$ cat src/rtl/detector_dispatch.sv
module detector_dispatch #(
  parameter int NUM_CORES   = 4,
  parameter int JOB_W       = 16,
  parameter int RES_W       = 16,
  parameter int BUDGET_W    = 12,
  parameter int FULL_BUDGET = 1024,
  parameter int MIN_BUDGET  = 64,
  parameter int FIFO_DEPTH  = 8,
  parameter int ROB_DEPTH   = 8,
  localparam int TAG_W  = $clog2(ROB_DEPTH),
  localparam int FPTR_W = $clog2(FIFO_DEPTH),
  localparam int FCNT_W = $clog2(FIFO_DEPTH + 1)
) (
  input  logic                       clk,
  input  logic                       rst_n,
  input  logic                       job_valid,
  output logic                       job_ready,
  input  logic [JOB_W-1:0]           job_data,
  output logic [NUM_CORES-1:0]       core_start,
  output logic [JOB_W-1:0]           core_job,
  output logic [BUDGET_W-1:0]        core_budget,
  output logic [TAG_W-1:0]           core_tag,
  input  logic [NUM_CORES-1:0]       core_done,
  input  logic [NUM_CORES*RES_W-1:0] core_result,
  input  logic [NUM_CORES*TAG_W-1:0] core_done_tag,
  output logic                       out_valid,
  input  logic                       out_ready,
  output logic [RES_W-1:0]           out_data
);

  logic [JOB_W-1:0]     fifo_mem [FIFO_DEPTH];
  logic [FPTR_W-1:0]    wr_ptr, rd_ptr;
  logic [FCNT_W-1:0]    fifo_cnt;
  logic [NUM_CORES-1:0] busy_q, grant;
  logic [TAG_W:0]       alloc_ptr, rel_ptr;
  logic [ROB_DEPTH-1:0] rob_vld;
  logic [RES_W-1:0]     rob_mem [ROB_DEPTH];

  wire push     = job_valid & job_ready;
  wire tag_room = (alloc_ptr - rel_ptr) != (TAG_W+1)'(ROB_DEPTH);
  wire dispatch = (fifo_cnt != '0) & tag_room & (|(~busy_q));
  wire release_ = out_valid & out_ready;

  assign job_ready  = fifo_cnt != FCNT_W'(FIFO_DEPTH);
  assign core_start = dispatch ? grant : '0;
  assign core_job   = fifo_mem[rd_ptr];
  assign core_tag   = alloc_ptr[TAG_W-1:0];
  assign out_valid  = rob_vld[rel_ptr[TAG_W-1:0]];
  assign out_data   = rob_mem[rel_ptr[TAG_W-1:0]];

  always_comb begin
    grant = '0;
    for (int i = NUM_CORES - 1; i >= 0; i--)
      if (!busy_q[i]) grant = NUM_CORES'(1) << i;
  end

  always_comb begin
    if (int'(fifo_cnt) * 2 < FIFO_DEPTH)           core_budget = BUDGET_W'(FULL_BUDGET);
    else if (int'(fifo_cnt) * 4 <= 3 * FIFO_DEPTH) core_budget = BUDGET_W'(FULL_BUDGET / 2);
    else                                           core_budget = BUDGET_W'(MIN_BUDGET);
  end

  always_ff @(posedge clk)
    if (push) fifo_mem[wr_ptr] <= job_data;

  always_ff @(posedge clk) begin
    if (!rst_n) begin
      wr_ptr    <= '0;
      rd_ptr    <= '0;
      fifo_cnt  <= '0;
      busy_q    <= '0;
      alloc_ptr <= '0;
      rel_ptr   <= '0;
    end else begin
      if (push)     wr_ptr <= wr_ptr + 1'b1;
      if (dispatch) rd_ptr <= rd_ptr + 1'b1;
      fifo_cnt  <= fifo_cnt + FCNT_W'(push) - FCNT_W'(dispatch);
      busy_q    <= (busy_q | core_start) & ~core_done;
      alloc_ptr <= alloc_ptr + (TAG_W+1)'(dispatch);
      rel_ptr   <= rel_ptr + (TAG_W+1)'(release_);
    end
  end

  always_ff @(posedge clk) begin
    if (!rst_n) begin
      rob_vld <= '0;
    end else begin
      if (release_) rob_vld[rel_ptr[TAG_W-1:0]] <= 1'b0;
      for (int i = 0; i < NUM_CORES; i++)
        if (core_done[i]) rob_vld[core_done_tag[i*TAG_W +: TAG_W]] <= 1'b1;
    end
  end

  always_ff @(posedge clk)
    for (int i = 0; i < NUM_CORES; i++)
      if (core_done[i]) rob_mem[core_done_tag[i*TAG_W +: TAG_W]] <= core_result[i*RES_W +: RES_W];

endmodule

$ cat config.mk
export PLATFORM = sky130hd
export DESIGN_NAME = detector_dispatch
export DESIGN_NICKNAME = d
export VERILOG_FILES = /design/src/rtl/detector_dispatch.sv
export SDC_FILE = /design/constraint.sdc
export NUM_CORES = 1
export LEC_CHECK = 0
export CAP_MARGIN = 20
export CORE_UTILIZATION = 65
export CTS_CLUSTER_DIAMETER = 120
export DETAILED_ROUTE_END_ITERATION = 12
export DONT_BUFFER_PORTS = 1
export PLACE_DENSITY = 0.81
export SLEW_MARGIN = 20
export SYNTH_ARGS = -nofsm -noshare
export SYNTH_HDL_FRONTEND = slang
export SYNTH_SLANG_ARGS = --single-unit
export TNS_END_PERCENT = 30
$ cat constraint.sdc
create_clock -name clk -period 7.4 [get_ports clk]
set_clock_uncertainty 0.15 [all_clocks]
set_input_delay 2.22 -clock clk [delete_from_list [all_inputs] [get_ports clk]]
set_output_delay 2.22 -clock clk [all_outputs]
set_load 0.005 [all_outputs]
Yosys cells after proc, flatten, opt, wreduce, memory -nomap -nowiden
Memory sizes are Yosys's and may differ from the RTL's. A register that Yosys moved wholly into a read port is not among the register bits.
Cells that the tools add are included.
Widths: inputs -> output; s select.
{"block": "classes", "n_addsub": 7, "order_cmp": 12, "eq_ne": 2, "mux": 41, "bitwise_logic": 14, "reduce_logical": 7}
{"cell": "$mux 8", "n": 9}
{"cell": "$or 8x8->8", "n": 4}
{"cell": "$lt 3x4->1 const B", "n": 5}
{"cell": "$mux 4", "n": 5}
{"cell": "$mux 1", "n": 16}
{"cell": "$demux 1 s3", "n": 5}
{"cell": "$ge 3x1->1 const B", "n": 5}
{"cell": "$add 4x1->4", "n": 3}
{"cell": "$mux 11", "n": 1}
{"cell": "$mux 10", "n": 1}
{"cell": "$mux 3", "n": 3}
{"cell": "$and 8x8->8", "n": 1}
{"cell": "$ne 4x4->1 const B", "n": 2}
{"cell": "$not 4->4", "n": 2}
{"cell": "$not 8->8", "n": 1}
{"cell": "$add 3x1->3 const B", "n": 2}
{"cell": "$le 6x5->1 const B", "n": 1}
{"cell": "$logic_and 1x1->1", "n": 5}
{"cell": "$lt 5x4->1 const B", "n": 1}
{"cell": "$and 1x1->1", "n": 4}
{"cell": "$and 4x4->4", "n": 1}
{"cell": "$or 4x4->4", "n": 1}
{"cell": "$reduce_bool 4->1", "n": 1}
{"cell": "$reduce_or 4->1", "n": 1}
{"cell": "other kinds (3)", "n": 3}
{"block": "word_totals", "register_bits": 30, "ramBits": 256, "inputBits": 100, "out_inout_bits": 53, "mem_count": 2}
{"name": "fifo_mem", "words": 8, "word_bits": 16, "read_ports": 1, "rd_clocked_by_memory_dff": 1, "wr": 1, "line": "31", "text": "logic [JOB_W-1:0] fifo_mem [FIFO_DEPTH];"}
{"name": "rob_mem", "words": 8, "word_bits": 16, "read_ports": 1, "rd_clocked_by_memory_dff": 1, "wr": 4, "line": "37", "text": "logic [RES_W-1:0] rob_mem [ROB_DEPTH];"}

Longest topological paths before layout
Gate-level depths: netlist (run 1).
{"block": "logic_depth", "word_depth": 19, "depth_mapped": 14, "ltp_nobuf": 13}

Worst setup path before layout (run 1)
No wires, ideal clock.
{"block": "synth_timing", "path_kind": "flip-flop to output port", "from": "register rel_ptr[2]", "to": "output core_start[3]", "t_arrival_ns": 2.045, "t_required_ns": 5.030, "slack_ns": 2.985, "path_stages_with_launch": 8, "n_path_buf": 1, "cell_sequence": "dfxtp_1 clkinv_1 clkbuf_1 ha_1 a21oi_1 and3_1 nor4_4 nor4b_1"}
{"block": "synth_via", "elab_chain_len": 5}
{"item": "from (decl)", "line": "35", "text": "logic [TAG_W:0] alloc_ptr, rel_ptr;"}
{"item": "from (signal assigned)", "line": "80", "text": "rel_ptr <= rel_ptr + (TAG_W+1)'(release_);"}
{"item": "$sub 4x4->4", "line": "40", "text": "wire tag_room = (alloc_ptr - rel_ptr) != (TAG_W+1)'(ROB_DEPTH);"}
{"item": "$ne 4x4->1", "line": "40"}
{"item": "$and 1x1->1 (2 in a row)", "line": "41", "text": "wire dispatch = (fifo_cnt != '0) & tag_room & (|(~busy_q));"}
{"item": "$mux 4", "line": "45", "text": "assign core_start = dispatch ? grant : '0;"}
{"item": "to (decl)", "line": "19", "text": "output logic [NUM_CORES-1:0] core_start,"}
No other way between the ends.

Worst setup path in the final report (run 1)
{"block": "layout_timing", "from": "register rel_ptr[0]", "to": "output core_start[3]"}
The elaborated chain is that of the path after synthesis.

==> results_dict.tcl, run 1 <==
set metrics [dict create \
    outcome "complete, no violations" \
    ys_top_cells_by_count "256 x edfxtp_1, 152 x nor2_1, 129 x a21o_1" \
    clock_tree.buffer_depth 3 \
    critPathRequiredTime_ps 5030 \
    fin_crit_sh_pct 69.97 \
    netlist_area_mm2 0.01620 \
    final-max-slew-violation-count 0 \
    num_vias 10980 \
    grtUsageTotal_pct 32.66 \
    die_w_um 159.9 \
    cp_slowest_cell "dfxtp_2" \
    antenna_found_initial 0 \
    fmax_ghz 0.1931 \
    drc_errors 0 \
    dp_cells 1512 \
    hold_path.class "reg2reg" \
    ir_worst_vdd_mv 0.2145 \
    dieArea_mm2 0.02556 \
    htreeDepth 1 \
    p_leak_nw 6.586 \
    syn-instance-count 1317 \
    grt_pass1_vias 11020 \
    final_layout_size_suffix_gt1_share_pct 15.68 \
    port-buffer-count 0 \
    maxCapViolCount 0 \
    grt_pass1_wl_um 63590 \
    synth_seq_cells 289 \
    gr-total-overflow 0 \
    hold_buffers 0 \
    setup_viol 0 \
    drtIter0Drc 1313 \
    initial_utilization_pct 66.43 \
    synth_flop_cell "edfxtp_1" \
    worst_slew_pin_slew_ps 1163 \
    synth_cell_types 58 \
    cp-start-kind "register" \
    num_io_pins 153 \
    crit_type "reg2out" \
    period_minus_slack_ps 5178 \
    dpl-instance-area_mm2 0.01612 \
    via_per_inst 7.003 \
    crit_path_start "rel_ptr[0]" \
    clock-sinks 289 \
    fp.dieH_um 159.9 \
    row_count 57 \
    ys_async_sr_fraction_pct 0 \
    tns_ps 0 \
    fin_hold_ws_ps 306.5 \
    synth_top_cell_area_share_pct 47.44 \
    cts_tree "built" \
    hpwlAfterDp_um 26120 \
    coreArea_mm2 0.02439 \
    slowest_delay_ps 940 \
    synthTopCellsByArea "edfxtp_1 47%, mux4_2 9.2%, mux2i_1 7.9%" \
    area_delta_synth_final_pct 5.676 \
    crit_path_end_kind "output port" \
    synth-edff-count 256 \
    syn_area_per_cell_um2 12.30 \
    numCtsBuffers 30 \
    design_area_mm2 0.01712 \
    nets 1338 \
    synth.most_common_cell "edfxtp_1" \
    rsz0062_at_grt "false" \
    synth_warnings 0 \
    synth_seq_area_share_pct 51.52 \
    grt_start_max_net_pins 41 \
    slew_headroom_pct 22.28 \
    cts_resized 0 \
    clk_latency_ps 570 \
    worstReg2RegStart "rel_ptr[0]" \
    p_per_area_mw_per_mm2 260.9 \
    min_from "busy_q[3]" \
    ant_nets 0 \
    final_cells 1568 \
    gp_congestion 0.8416 \
    cp_cell_sequence "ha_1 > nand2b_1 > xor2_1 > nor4_4 > nor4b_1" \
    n_antenna_cell 0 \
    hold_viol 0 \
    wl_per_cell_um 26.57 \
    cts-root-buf "clkbuf_16" \
    yosys.area.top_type "edfxtp_1" \
    postCtsSetupRepairBufs 0 \
    path_clk_slew_ps 70 \
    crit_fanout 29 \
    first_pass_iters 8 \
    cp_data_arrival_time_ps 2810 \
    wl_um 41670 \
]
path summary, 6_finish.rpt:
kind	cells after the start	slack, ps	to
setup / recovery	5	2220	core_start[3]
hold / removal	2	310	busy_q[3]
setup reg to reg	12	3740	fifo_cnt[2]
hold reg to reg	2	310	busy_q[3]
metrics by stage:
stage	total power [mW]	worst slack, ps	utilization [%]
floorplan	2.801	2985	-
global placement	2.927	2844	66.08
detailed placement	2.957	2774	66.08
CTS	4.486	2164	70.20
global route	4.633	1982	70.20
finish	4.467	2222	70.20
final cells by class:
class | count | area, um2
Sequential cell | 289 | 8352
Clock inverter | 22 | 237.7
Timing Repair Buffer | 37 | 277.8
Tap cell | 324 | 405.4
Inverter | 11 | 41.29
Fill cell | 1633 | 7268
Multi-Input combinational cell | 851 | 7043
Clock buffer | 34 | 765.7
placed cells by master (no fill, tap or decap), types with 7 or more instances in the layout:
| master | Yosys | layout |
|---|---|---|
| edfxtp_1 | 256 | 256 |
| nor2_1 | 152 | 146 |
| a21o_1 | 129 | 129 |
| mux2i_1 | 128 | 128 |
| a211oi_1 | 126 | 126 |
| mux4_2 | 66 | 66 |
| nand2_1 | 65 | 65 |
| buf_4 | 25 | 37 |
| dfxtp_1 | 33 | 30 |
| clkbuf_16 | 0 | 30 |
| mux2_2 | 17 | 17 |
| ha_1 | 17 | 17 |
| nand2b_1 | 10 | 10 |
| and2_1 | 10 | 10 |
| inv_1 | 9 | 9 |
| nand3_1 | 9 | 9 |
| conb_1 | 1 | 9 |
| a21oi_1 | 8 | 8 |
| nor2_2 | 2 | 8 |
| o21ai_0 | 8 | 8 |
| nand4_1 | 7 | 7 |
state kept, by name (all words and copies together) (netlist names), named ones only:
register,flops
fifo_cnt,4
alloc_ptr,4
rob_vld,8
busy_q,4
rob_mem,128
rel_ptr,4
fifo_mem,128
rd_ptr,3
wr_ptr,3
logic make-up (layout without fill, tap and decap cells):
group / Yosys count / count (layout) / synth area share (%)
AO/OA/AOI/OAI: 301 / 301 / 13.86
XOR/XNOR: 11 / 11 / 0.5946
adder cells (fa/ha/maj): 18 / 18 / 1.436
buffers and inverters: 185 / 104 / 5.567
flip-flops: 289 / 289 / 51.52
multiplexers: 211 / 211 / 18.26
other: 1 / 9 / 0.02314
AND/OR/NAND/NOR: 301 / 301 / 8.733
per-layer routing:
layer,up-vias,GRT usage (%),wire [um]
li1,4784,-,-
met1,5366,41.32,15350
met2,694,55.02,20310
met3,137,7.117,4475
met4,0,13.03,1529
met5,-,0,0
power by group:
part | leakage (nW) | internal, mW | switching (mW)
sequential | 2.63 | 1.95 | 0.0854
clock | 0.476 | 0.863 | 0.667
combinational | 3.48 | 0.434 | 0.467
total | 6.59 | 3.25 | 1.22
critical path: cells and delay by family (launching register included):
family | cells | cell delay (ps)
flip-flops | 1 | 940
XOR/XNOR | 1 | 340
adder cells (fa/ha/maj) | 1 | 310
AND/OR/NAND/NOR | 3 | 640
No activity file was read; power rests on OpenSTA's default activity.
==> run 2, diff against run 1 <==
==> constraint.sdc (replaced) <==
create_clock -name clk -period 5.4 [get_ports clk]
set_clock_uncertainty 0.15 [all_clocks]
set_input_delay 1.62 -clock clk [delete_from_list [all_inputs] [get_ports clk]]
set_output_delay 1.62 -clock clk [all_outputs]
set_load 0.005 [all_outputs]
==> run 2 against run 1 <==
  * Sequential share of layout area decreased by 0.053 points
  * Die area stayed put
  * Non-clock buffer count increased by 6
  * Via count down 1.8%
  * Clock power grew 32%
  * Largest cell class unchanged
  * Largest power group unchanged
==> results_dict.tcl, run 2 (synthesized netlist as in run 1, its figures left out) <==
set metrics [dict create \
    outcome "complete, no violations" \
    drc_errors 0 \
    via_per_inst 6.853 \
    cp-start-kind "register" \
    fp.dieH_um 159.9 \
    gr-total-overflow 0 \
    crit_path_end_kind "output port" \
    path_clk_slew_ps 60 \
    clk_latency_ps 560 \
    row_count 57 \
    intPower_mw 4.450 \
    cp_data_arrival_time_ps 2840 \
    hold_viol 0 \
    power_frac_clock_pct 33.3 \
    mostFrequentLayoutCells "256 x edfxtp_1, 146 x nor2_1, 129 x a21o_1, 128 x mux2i_1, 126 x a211oi_1" \
    final_layout_size_suffix_gt1_share_pct 15.04 \
    num_vias 10790 \
    clock-sinks 289 \
    hold_buffers 0 \
    ir_worst_vdd_mv 0.2797 \
    grt_start_max_net_pins 35 \
    crit_type "reg2out" \
    clock_tree.buffer_depth 3 \
    combPwrFrac_pct 20.2 \
    hpwlAfterDp_um 26800 \
    wl_per_cell_um 26.48 \
    p_leak_nw 6.609 \
    first_pass_iters 5 \
    period_minus_slack_ps 4608 \
    postCtsSetupRepairBufs 0 \
    antenna_found_initial 0 \
    hold_path.class "reg2reg" \
    power_mw 6.058 \
    n_antenna_cell 0 \
    nets 1344 \
    cts_tree "built" \
    critPathRequiredTime_ps 3630 \
    grt_pass1_vias 10680 \
    gp_congestion 0.9003 \
    tns_ps 0 \
    layout_commonest_cell "edfxtp_1" \
    worst_slew_pin_slew_ps 1137 \
    fin_crit_sh_pct 85.33 \
    pwr-share-seq_pct 46.5 \
    cts_resized 0 \
    initial_utilization_pct 66.43 \
    htreeDepth 1 \
    switchingPower_mw 1.607 \
    cts-root-buf "clkbuf_16" \
    grt_pass1_wl_um 63670 \
    fmax_ghz 0.2170 \
    fin_hold_ws_ps 313.8 \
    dieArea_mm2 0.02556 \
    coreArea_mm2 0.02439 \
    setup_viol 0 \
    rsz0062_at_grt "false" \
    p_sw_share_pct 26.53 \
    grtUsageTotal_pct 33.10 \
    slew_headroom_pct 23.95 \
    maxCapViolCount 0 \
    fillers 1681 \
    numCtsBuffers 30 \
    area_delta_synth_final_pct 5.791 \
    wl_um 41680 \
    ant_nets 0 \
    die_w_um 159.9 \
    final-max-slew-violation-count 0 \
    port-buffer-count 0 \
    p_per_area_mw_per_mm2 353.4 \
    num_io_pins 153 \
    crit_fanout 21 \
    drtIter0Drc 960 \
]
run 2: worst paths after layout:
kind	slack, ps	to	from	cells past startpoint
min	310	busy_q[3]	busy_q[3]	2
max reg2reg	1720	fifo_cnt[2]	rel_ptr[2]	14
max	790	core_start[3]	rel_ptr[1]	6
min reg2reg	310	busy_q[3]	busy_q[3]	2
run 2: critical path, stage by stage, from the launching register on:
cell	delay, ps
dfxtp_2	700
inv_1	160
ha_1	340
nand3b_1	140
a21oi_1	410
nor4_4	140
nor4b_1	380
run 2: metal layers:
layer	wire length (um)	track usage, %	up-vias
met2	20610	56.25	614
met3	4291	7.844	130
met5	0	0	-
met4	1671	13.12	0
li1	-	-	4805
met1	15110	41.04	5237
run 2: cell type report:
cell class              count  area (um2)  share of cell area (%)
clock inverters            10       117.6                  0.6861
clock buffers              46       840.8                   4.905
multi-input cells         851        7042                   41.08
repair buffers             43       342.8                   2.000
well taps                 324       405.4                   2.365
flip-flops and latches    289        8352                   48.72
inverters                  11       41.29                  0.2409
run 2: power by group through the flow:
stage                     sequential (mW)  clock (mW)  combinational (mW)
after floorplan                      2.77           0                1.07
after global placement               2.87           0                1.13
after detailed placement             2.86           0                1.21
after CTS                            2.82        2.03                1.23
after global routing                 2.84        2.11                1.34
final                                2.81        2.02                1.23
run 2: per-stage QoR:
step | worst slack, ps | util [%] | cells | area [um2]
2_1_floorplan | 1585 | - | 1325 | 16230
3_3_place_gp | 1481 | 66.24 | 1517 | 16160
3_5_place_dp | 1385 | 66.35 | 1518 | 16180
4_1_cts | 783.3 | 70.28 | 1574 | 17140
5_1_grt | 594.3 | 70.28 | 1574 | 17140
6_report | 792.4 | 70.28 | 1574 | 17140
==> run 3, diff against run 2 <==
--- a/config.mk
+++ b/config.mk
@@ -6,6 +6,7 @@
 export NUM_CORES = 1
 export LEC_CHECK = 0
 export CAP_MARGIN = 20
+export CORE_MARGIN = 2
 export CORE_UTILIZATION = 65
 export CTS_CLUSTER_DIAMETER = 120
 export DETAILED_ROUTE_END_ITERATION = 12
==> constraint.sdc (replaced) <==
create_clock -name clk -period 5.4 [get_ports clk]
set_clock_uncertainty 0.15 [all_clocks]
set_input_delay 0.27 -clock clk [delete_from_list [all_inputs] [get_ports clk]]
set_output_delay 0.27 -clock clk [all_outputs]
set_load 0.005 [all_outputs]
==> run 3 against run 2 <==
  * Global-route usage increased by 0.46 points
  * Worst setup slack improved by 990 ps
  * First-iteration DRC count increased by 31%
  * Via count increased by 5.6%
  * Fmax increased by 27%
  * Sequential power decreased by 1%
  * Count of clock-buffer cells in the layout decreased by 6
  * Non-clock buffer count increased by 74
  * Worst hold slack got worse by 310 ps
  * Register-to-register slack improved by 60 ps
  * Combinational power increased by 9.8%
  * Sequential share of layout area decreased by 2.1 points
==> results_dict.tcl, run 3 (synthesized netlist as in run 1, its figures left out) <==
set metrics [dict create \
    period_minus_slack_ps 3621 \
    crit_fanout 22 \
    fp.dieH_um 161.9 \
    hold_buffers 78 \
    grt_pass1_vias 11450 \
    ir_worst_vdd_mv 0.2518 \
    cp-start-kind "register" \
    wl_um 43630 \
    cp_cell_sequence "buf_4 > clkinv_1 > ha_1 > a21oi_1 > a21oi_1 > nor4_4 > nor2_1 > ha_1 > inv_1 > ha_1 > inv_1 > fa_1 > xor2_1 > nor2_1" \
    worstReg2RegStart "rel_ptr[2]" \
    holdPathEnd "rob_mem[7][3]" \
    pwr-share-seq_pct 44.8 \
    clk_latency_ps 570 \
    num_io_pins 153 \
    gr-total-overflow 0 \
    final_layout_size_suffix_gt1_share_pct 14.13 \
    tns_ps 0 \
    final-max-slew-violation-count 0 \
    crit_type "reg2reg" \
    regToRegSetupSlack_ps 1780 \
    p_per_area_mw_per_mm2 346.2 \
    cp.buffers_inverters 4 \
    dp_cells 1513 \
    num_vias 11390 \
    fmax_ghz 0.2762 \
    power_frac_clock_pct 33.5 \
    hold_viol 0 \
    maxCapViolCount 0 \
    worst_slew_pin_slew_ps 1185 \
    cts_tree "built" \
    slowest_delay_ps 490 \
    setup_viol 0 \
    min_from "core_result[35]" \
    ant_nets 0 \
    via_per_inst 6.914 \
    hpwlAfterDp_um 25500 \
    clock_tree.buffer_depth 3 \
    grt_pass1_wl_um 66270 \
    slew_headroom_pct 21.00 \
    mostFrequentLayoutCells "256 x edfxtp_1, 146 x nor2_1, 129 x a21o_1, 128 x mux2i_1, 126 x a211oi_1" \
    combPwrFrac_pct 21.8 \
    initial_utilization_pct 66.43 \
    dieArea_mm2 0.02621 \
    numCtsBuffers 31 \
    critPathRequiredTime_ps 5700 \
    clock-sinks 289 \
    coreArea_mm2 0.02439 \
    outcome "complete, no violations" \
    row_count 57 \
    wl_per_cell_um 26.48 \
    grtUsageTotal_pct 33.56 \
    cp_slowest_cell "nor4_4" \
    antenna_found_initial 1 \
    gp_congestion 0.8385 \
    port-buffer-count 0 \
    crit_path_end_kind "register" \
    area_delta_synth_final_pct 10.44 \
    r2r-end "fifo_cnt[2]" \
    intPower_mw 4.512 \
    layout_commonest_cell "edfxtp_1" \
    cts-root-buf "clkbuf_16" \
    fin_crit_sh_pct 67.05 \
    p_leak_nw 6.923 \
    switchingPower_mw 1.683 \
    first_pass_iters 6 \
    rsz0062_at_grt "false" \
    path_clk_slew_ps 60 \
    cts_resized 0 \
    hold_path_depth 3 \
    die_w_um 161.9 \
    nets 1419 \
    p_sw_share_pct 27.17 \
    drtIter0Drc 1262 \
    critPathTopFamily "adder cells" \
    hold_path.class "in2reg" \
    grt_start_max_net_pins 41 \
    final_cells 1648 \
    cp_data_arrival_time_ps 3920 \
    crit_top_cell "ha_1" \
    postCtsSetupRepairBufs 0 \
    drc_errors 0 \
    htreeDepth 1 \
    reg2reg_depth 14 \
]
[run 3: cell types whose count changed in the layout (fill, tap and decap cells not counted), moves of 3 or more]
cell           previous run  this run
clkbuf_8                  3         0
clkinv_2                  1         4
buf_4                    42        38
dlygate4sd3_1             0        78
clkbuf_1                 13         9
[run 3: layout make-up]
cell class,count,area (um2)
diodes,1,2.502
clock buffers,40,809.5
clock inverters,15,161.4
fillers,1617,6496
inverters,11,41.29
multi-input cells,851,7042
flip-flops and latches,289,8352
well taps,324,405.4
repair buffers,117,1081
[run 3: worst max-delay path by stage]
| stage | startpoint | to | slack (ps) | cells past startpoint |
|---|---|---|---|---|
| 2_1_floorplan | rel_ptr[2] | fifo_cnt[2] | 2060 | 14 |
| 3_3_place_gp | rel_ptr[2] | fifo_cnt[2] | 1910 | 14 |
| 3_5_place_dp | rel_ptr[2] | fifo_cnt[2] | 1810 | 14 |
| 4_1_cts | rel_ptr[2] | fifo_cnt[2] | 1810 | 14 |
| 5_1_grt | rel_ptr[2] | fifo_cnt[2] | 1570 | 14 |
| 6_report | rel_ptr[2] | fifo_cnt[2] | 1780 | 14 |
[run 3: power by group through the flow]
| stage | Combinational [mW] | Clock, mW | Sequential [mW] |
|---|---|---|---|
| 2_1_floorplan | 1.07 | 0 | 2.77 |
| 3_3_place_gp | 1.20 | 0 | 2.80 |
| 3_5_place_dp | 1.24 | 0 | 2.82 |
| 4_1_cts | 1.35 | 2.09 | 2.77 |
| 5_1_grt | 1.47 | 2.16 | 2.79 |
| 6_report | 1.35 | 2.07 | 2.77 |
[run 3: tightest hold or removal path, stage by stage]
cell      delay [ps]
nor2_1            80
a211oi_1          60
a21o_1           150
[run 3: routing by layer]
metal | vias up | global-route usage [%] | part of all wire, %
li1 | 4957 | - | -
met1 | 5588 | 42.56 | 37
met2 | 706 | 56.67 | 49
met3 | 143 | 7.099 | 10
met4 | 0 | 13.80 | 3.8
met5 | - | 0 | 0
[run 3: stage by stage]
step | total power [mW] | utilization (%) | instance area, um2 | hold slack [ps] | setup WS [ps]
global placement | 4.001 | 66.11 | 16130 | 219.1 | 1914
finish | 6.195 | 73.37 | 17890 | 2.671 | 1779
global route | 6.415 | 73.37 | 17890 | 15.41 | 1568
CTS | 6.208 | 73.29 | 17880 | 0.4646 | 1809
detailed placement | 4.055 | 66.11 | 16130 | 219.1 | 1813
floorplan | 3.838 | - | 16230 | 218.9 | 2062
